[src/rtl/spr_eval_pkg.sv]
package spr_eval_pkg;
  localparam int BYTES_PER_OBJ = 4;
  localparam int SHORT_H = 8;
  localparam int TALL_H  = 16;
  typedef enum logic {PH_FETCH = 1'b0, PH_PROC = 1'b1} dot_phase_e;
endpackage

[src/rtl/spr_oam_ram.sv]
module spr_oam_ram #(
  parameter int AW = 8,
  parameter int DW = 8
) (
  input  logic          clk,
  input  logic          we,
  input  logic [AW-1:0] waddr,
  input  logic [DW-1:0] wdata,
  input  logic          re,
  input  logic [AW-1:0] raddr,
  output logic [DW-1:0] rdata
);
  localparam int DEPTH = 1 << AW;
  logic [DW-1:0] mem [DEPTH];

  always_ff @(posedge clk) begin
    if (we) mem[waddr] <= wdata;
    if (re) rdata <= mem[raddr];
  end
endmodule

[src/rtl/spr_range_chk.sv]
module spr_range_chk
  import spr_eval_pkg::*;
#(
  parameter int W = 8
) (
  input  logic [W-1:0] line,
  input  logic [W-1:0] ypos,
  input  logic         tall,
  output logic         hit
);
  logic [W:0] diff;
  logic [W:0] height;

  always_comb begin
    diff   = {1'b0, line} - {1'b0, ypos};
    height = tall ? (W+1)'(TALL_H) : (W+1)'(SHORT_H);
    hit    = !diff[W] && (diff < height);
  end
endmodule

[src/rtl/spr_sec_buf.sv]
module spr_sec_buf #(
  parameter int SLOTS = 32,
  parameter int AW    = $clog2(SLOTS),
  parameter int DW    = 8
) (
  input  logic          clk,
  input  logic          rst,
  input  logic          clr,
  input  logic          we,
  input  logic [AW-1:0] waddr,
  input  logic [DW-1:0] wdata,
  input  logic [AW-1:0] raddr,
  output logic [DW-1:0] rdata
);
  logic [DW-1:0] slot_q [SLOTS];

  for (genvar g = 0; g < SLOTS; g++) begin : g_slot
    always_ff @(posedge clk) begin
      if (rst || clr)                          slot_q[g] <= '1;
      else if (we && waddr == AW'(g))          slot_q[g] <= wdata;
    end
  end

  always_ff @(posedge clk) begin
    if (rst) rdata <= '1;
    else     rdata <= slot_q[raddr];
  end
endmodule

[src/rtl/spr_eval_top.sv]
module spr_eval_top
  import spr_eval_pkg::*;
#(
  parameter int OAM_AW    = 8,
  parameter int SEC_SPR   = 8,
  parameter int EVAL_DOTS = 192,
  localparam int SEC_AW   = $clog2(SEC_SPR * BYTES_PER_OBJ)
) (
  input  logic              clk,
  input  logic              rst,
  input  logic              cpu_addr_we,
  input  logic              cpu_data_we,
  input  logic [7:0]        cpu_wdata,
  output logic [OAM_AW-1:0] oam_addr,
  input  logic              scan_start,
  input  logic              dot_en,
  input  logic [7:0]        scanline,
  input  logic              tall,
  input  logic [SEC_AW-1:0] sec_raddr,
  output logic [7:0]        sec_rdata,
  output logic              spr0_in_range,
  output logic              spr_overflow,
  output logic              eval_busy
);
  localparam int PTR_W   = OAM_AW + 1;
  localparam int FOUND_W = $clog2(SEC_SPR + 1);
  localparam int DOT_W   = $clog2(EVAL_DOTS + 1);
  localparam logic [PTR_W-1:0]  PTR_ALIGN  = {PTR_W{1'b1}} << 2;
  localparam logic [OAM_AW-1:0] ADDR_ALIGN = {OAM_AW{1'b1}} << 2;

  logic [PTR_W-1:0]   ptr_q, ptr_n;
  logic [1:0]         cnt_q, cnt_n;
  logic [FOUND_W-1:0] found_q, found_n;
  logic [OAM_AW-1:0]  addr_q, start_q;
  logic [DOT_W-1:0]   dot_q;
  logic               busy_q, s0_q, s0_n, ovf_q, ovf_n;
  logic [7:0]         byte_q;
  logic               hit, room, dot_go, fetch_go, proc_go, bump;
  dot_phase_e         phase;

  assign phase    = dot_phase_e'(dot_q[0]);
  assign dot_go   = busy_q && dot_en && !scan_start;
  assign fetch_go = dot_go && phase == PH_FETCH && !ptr_q[OAM_AW];
  assign proc_go  = dot_go && phase == PH_PROC  && !ptr_q[OAM_AW];
  assign room     = found_q < FOUND_W'(SEC_SPR);
  assign bump     = busy_q && cpu_data_we && !cpu_addr_we;

  spr_oam_ram #(.AW(OAM_AW), .DW(8)) u_oam (
    .clk   (clk),
    .we    (cpu_data_we && !cpu_addr_we && !busy_q),
    .waddr (addr_q),
    .wdata (cpu_wdata),
    .re    (fetch_go),
    .raddr (ptr_q[OAM_AW-1:0]),
    .rdata (byte_q)
  );

  spr_range_chk #(.W(8)) u_range (
    .line (scanline),
    .ypos (byte_q),
    .tall (tall),
    .hit  (hit)
  );

  spr_sec_buf #(.SLOTS(SEC_SPR * BYTES_PER_OBJ), .AW(SEC_AW), .DW(8)) u_sec (
    .clk   (clk),
    .rst   (rst),
    .clr   (scan_start),
    .we    (proc_go && room),
    .waddr ({found_q[SEC_AW-3:0], cnt_q}),
    .wdata (byte_q),
    .raddr (sec_raddr),
    .rdata (sec_rdata)
  );

  // Pointer walk for one processing dot
  always_comb begin
    ptr_n   = ptr_q;
    cnt_n   = cnt_q;
    found_n = found_q;
    s0_n    = s0_q;
    ovf_n   = ovf_q;
    if (proc_go) begin
      if (cnt_q == 2'd0) begin
        if (hit) begin
          ptr_n = ptr_q + PTR_W'(1);
          cnt_n = 2'd1;
          if (room && ptr_q == {1'b0, start_q}) s0_n = 1'b1;
          if (!room) ovf_n = 1'b1;
        end else if (room) begin
          ptr_n = (ptr_q + PTR_W'(4)) & PTR_ALIGN;
        end else begin
          ptr_n = ptr_q + PTR_W'(5);
        end
      end else begin
        ptr_n = ptr_q + PTR_W'(1);
        cnt_n = cnt_q + 2'd1;
        if (cnt_q == 2'd3) begin
          if (!hit) ptr_n = (ptr_q + PTR_W'(1)) & PTR_ALIGN;
          if (room) found_n = found_q + FOUND_W'(1);
        end
      end
    end
    if (bump) ptr_n = (ptr_q + PTR_W'(4)) & PTR_ALIGN;
  end

  always_ff @(posedge clk) begin
    if (rst) begin
      ptr_q   <= '0;
      cnt_q   <= '0;
      found_q <= '0;
      start_q <= '0;
      dot_q   <= '0;
      busy_q  <= 1'b0;
      s0_q    <= 1'b0;
      ovf_q   <= 1'b0;
    end else if (scan_start) begin
      ptr_q   <= {1'b0, addr_q};
      start_q <= addr_q;
      cnt_q   <= '0;
      found_q <= '0;
      dot_q   <= '0;
      busy_q  <= 1'b1;
      s0_q    <= 1'b0;
      ovf_q   <= 1'b0;
    end else begin
      ptr_q   <= ptr_n;
      cnt_q   <= cnt_n;
      found_q <= found_n;
      s0_q    <= s0_n;
      ovf_q   <= ovf_n;
      if (dot_go) begin
        dot_q <= dot_q + DOT_W'(1);
        if (dot_q == DOT_W'(EVAL_DOTS - 1)) busy_q <= 1'b0;
      end
    end
  end

  always_ff @(posedge clk) begin
    if (rst)              addr_q <= '0;
    else if (cpu_addr_we) addr_q <= cpu_wdata[OAM_AW-1:0];
    else if (cpu_data_we) addr_q <= busy_q ? ((addr_q + OAM_AW'(4)) & ADDR_ALIGN)
                                           : addr_q + OAM_AW'(1);
  end

  assign oam_addr      = addr_q;
  assign spr0_in_range = s0_q;
  assign spr_overflow  = ovf_q;
  assign eval_busy     = busy_q;
endmodule

[config.mk]
export PLATFORM = sky130hd
export DESIGN_NAME = spr_eval_top
export DESIGN_NICKNAME = d
export VERILOG_FILES = /design/src/rtl/spr_eval_pkg.sv /design/src/rtl/spr_oam_ram.sv /design/src/rtl/spr_range_chk.sv /design/src/rtl/spr_sec_buf.sv /design/src/rtl/spr_eval_top.sv
export SDC_FILE = /design/constraint.sdc
export NUM_CORES = 2
export LEC_CHECK = 0
export BUFFER_PORTS_ARGS = -buffer_cell sky130_fd_sc_hd__buf_2
export CAP_MARGIN = 25
export CORE_MARGIN = 1.5
export CORE_UTILIZATION = 60
export DETAILED_ROUTE_END_ITERATION = 10
export PLACE_DENSITY = 0.76
export SKIP_CTS_REPAIR_TIMING = 1
export SYNTH_ARGS = -nofsm -noshare
export SYNTH_HDL_FRONTEND = slang
export SYNTH_SLANG_ARGS = --single-unit
[constraint.sdc]
create_clock -name clk -period 10.9 [get_ports clk]
set_input_delay 2.18 -clock clk [delete_from_list [all_inputs] [get_ports clk]]
set_output_delay 2.18 -clock clk [all_outputs]
set_load 0.1 [all_outputs]
==> impl_results.md <==
- Outcome: finished with violations
- Violated checks: DRC
- Hold depth: 2
- Post-route ant nets: 0
- DRC errors left: 20
- Dominant cell type by area after synthesis: edfxtp_1
- Worst EP required: 11.38 ns
- Gr ovfl total: 0
- Final non-filler cell total: 6,770
- Slowest Stage Delay on Critical Path: ~0.76 ns
- Final Cycle Share: 48.1%
- Synth async-reset ratio: 0%
- Int Pwr: around 0.015 W
- Synth area leaders: edfxtp_1 74%, mux4_2 17%, nor2_1 1.4%, nand2_1 1.3%, dfxtp_1 1.1%
- Setup crit end kind: flip-flop
- Vias post-DR: between 40,000 and 50,000
- Clock Sinks: 2,362
- FP Rows: about 140
- Avg Cell Area, Syn: between 20 and 25 µm²
- Crit-path max FO: 40
- EDFF count, synth: approximately 2,300
- Buf/Inv on CP: 2
- Final setup fails: 0
- Sequential element share of the synthesized area: 75.5%
- CTS tree: yes
- Clock Latency Late Sink: 0.83 ns
- Clock root buffer: clkbuf_16
- Switch share: 20.9%
- Seq pwr share: between 50% and 60%
- Clock share of power: around two fifths
- Synth warn: 0
- Worst Hold Path EP: dot_q[1]$_SDFFE_PN0P_
- DR WL/cell: roughly 32 µm
- Number of port buffers: 46
- Combinational power share: between 4 and 5%
- Post-synthesis cell count: about 4,400
- Clk slew on worst S/H paths: 0.06 ns
- Final #Nets: 4,597
- TritonCTS buffer count: ~220
- Starting DRT DRC Count: 6,461
- Worst VDD drop: 166 µV
- Layout cells sized above 1: around 26%
- Initial Util: 60.5%
- Most instantiated library cell after synthesis: edfxtp_1
- Layout fillers: 9,519
- Fin crit period: ~5.2 ns
- RSZ-0062 raised after global routing: no
- Die Ht: 397 µm
- Largest net degree at the start of global routing: about 150
- Cells on worst reg2reg path: 8
- Total of max-cap violations: 0
- Post-synth top cells: 2,312 x edfxtp_1, 720 x mux4_2, 347 x nor2_1
- Yosys cell types: 62
- Vias in the first global route: approximately 46,000
- Slowest cell on the critical path: buf_4
- Layout Skew: about 0.029 ns
- Core ar.: around 0.15 mm²
- GP Congestion: between 0.8 and 0.9
- Clock Tree Buf Depth: 3
- CP cell instances: buf_4, buf_4, mux4_2, mux4_2, a22oi_1, nand2_1, a22oi_1, o221ai_1
- Global-route wire length before repair: roughly 320,000 µm
- Max-slew violation count: 0
- H-tree levels: 4
- Post-DP HPWL: approximately 120,000 µm
- Worst Hold Class: flip-flop to flip-flop
- Avg Vias per Cell: between 6 and 7
- Cell family with most CP delay: buffers and inverters
- Leakage: 30.6 nW
- DR pass1 iterations: 9
- Placed cells: 6,344
- Normalized max-slew margin: about a quarter
- Layout area overhead: 10.5%
- Die area: between 0.15 and 0.2 mm²
- Worst reg-to-reg setup slack: 5.66 ns
- Setup tns final: 0 ns
- Final Hold Fails: 0
- Die X: approximately 400 µm
- PD cells: ~180 mW/mm²
- Worst reg2reg path endpoint: u_oam.rdata[5]$_DFFE_PP_
- I/O pins: between 40 and 50
- Top_reg_cell synth: edfxtp_1
- CP arrival: 5.72 ns
- Worst Tran Pin Value: roughly 1.1 ns
- Flip-flop and latch count after synthesis: 2,362
- Post-Syn Nets: 4,493
- Psw: around 0.0039 W
- FMAX: 0.191 GHz
- Multi-input gate area: 0.0217 mm²
- Area share of the largest cell type after synthesis: approximately three quarters
- Critical path class: flip-flop to flip-flop
- Reg-to-Reg Start: ptr_q[0]$_SDFFE_PP0P_
- Cell Area, Synth: 0.0933 mm²
- DRT Wirelength: 217,000 µm
- Hold Startpoint: dot_q[1]$_SDFFE_PN0P_
- FF/Latch Area: slightly above 0.07 mm²
- Global Route Usage Sum: between 20% and 30%
- Critical path launch point type: flip-flop
- Initial antenna violation count: 3
-- layer usage --
| metal | track usage, % | wire length, µm | vias to the layer above |
|---|---|---|---|
| met1 | 40.9 | 82300 | 24200 |
| li1 | - | - | 18500 |
| met3 | 5.87 | 23200 | 419 |
| met2 | 42.8 | 104000 | 2967 |
| met5 | 0 | 10 | - |
| met4 | 8.51 | 7000 | 2 |
-- registers in the layout, indices dropped and copies added, names as in the netlist, 8 cells and up --
register      count
oam_addr          8
u_sec.rdata       8
dot_q             8
start_q           8
u_oam.mem      2048
ptr_q             9
u_oam.rdata       8
u_sec.slot_q    256
-- logic make-up (layout without fill, tap and decap cells) --
family	after synthesis	after routing	share of synthesized area, %
AOI/OAI and AO/OA	204	204	1.49
xor gates and xnor gates	27	27	0.253
other	0	1	0
buffers and inverters	293	581	1.35
DFF	2362	2362	75.5
adders and majority gates	28	28	0.375
muxes	739	739	17.6
and+or+nand+nor	784	784	3.46
-- power groups by stage --
stage | clock network (W) | logic (W) | registers (W)
2_1_floorplan | 0 | 0.000435 | 0.0103
3_3_place_gp | 0 | 0.000771 | 0.0102
3_5_place_dp | 0 | 0.000793 | 0.0102
4_1_cts | 0.00765 | 0.000797 | 0.0100
5_1_grt | 0.00799 | 0.000845 | 0.0100
6_report | 0.00759 | 0.000808 | 0.0100
-- worst max path at each step --
stage	start	to	slack [ns]	cells after the start
final	ptr_q[0]$_SDFFE_PP0P_	u_oam.rdata[5]$_DFFE_PP_	5.66	8
after global routing	ptr_q[0]$_SDFFE_PP0P_	u_oam.rdata[5]$_DFFE_PP_	5.49	8
after CTS	ptr_q[0]$_SDFFE_PP0P_	u_oam.rdata[2]$_DFFE_PP_	5.62	8
after global placement	scanline[1]	ptr_q[4]$_SDFFE_PP0P_	5.28	13
after detailed placement	scanline[1]	ptr_q[4]$_SDFFE_PP0P_	5.25	13
after floorplan	scanline[1]	ptr_q[4]$_SDFFE_PP0P_	5.87	13
-- stage by stage --
step                      utilization (%)  setup WS (ns)  area (µm²)  hold WS (ns)  total power (W)
after floorplan                         -           5.87       93300         0.449           0.0107
after global placement               62.0           5.28       95700         0.461           0.0110
after detailed placement             62.1           5.25       95800         0.469           0.0110
after CTS                            66.7           5.62      103000         0.477           0.0185
after global routing                 66.8           5.49      103000         0.505           0.0189
final                                66.9           5.66      103000         0.475           0.0184
-- cell usage in the layout (no fill, tap or decap), types with 10 or more instances in the layout --
| master | n |
|---|---|
| edfxtp_1 | 2312 |
| mux4_2 | 720 |
| nor2_1 | 345 |
| nand2_1 | 310 |
| clkbuf_16 | 227 |
| buf_4 | 73 |
| clkbuf_1 | 53 |
| o21ai_0 | 51 |
| clkinv_1 | 50 |
| buf_2 | 50 |
| dfxtp_1 | 45 |
| clkinv_2 | 42 |
| a22oi_1 | 41 |
| a21oi_1 | 35 |
| or3_1 | 35 |
| ha_1 | 28 |
| nand3_1 | 22 |
| inv_1 | 21 |
| bufinv_16 | 20 |
| mux2i_1 | 18 |
| xor2_1 | 17 |
| a221oi_1 | 12 |
| nand2_2 | 12 |
| a22o_1 | 10 |
| o221ai_1 | 10 |
| xnor2_1 | 10 |
-- tightest hold or removal path: cells and delay by family, from the launching register on --
kind | cells | cell delay (ns)
flip-flops | 1 | 0.32
AO/OA/AOI/OAI | 1 | 0.06
AND/OR/NAND/NOR | 1 | 0.05
-- final cells by class --
class | instances | share of cell area (%)
antenna | 1 | 0.00243
timing repair buffer | 151 | 1.25
tap | 2044 | 2.48
sequential | 2362 | 68.3
clock buffer | 280 | 5.70
clock inverter | 129 | 1.16
inverter | 21 | 0.0765
multi-input combinational | 1782 | 21.0
Note: power is estimated with default switching activity, not from simulation.
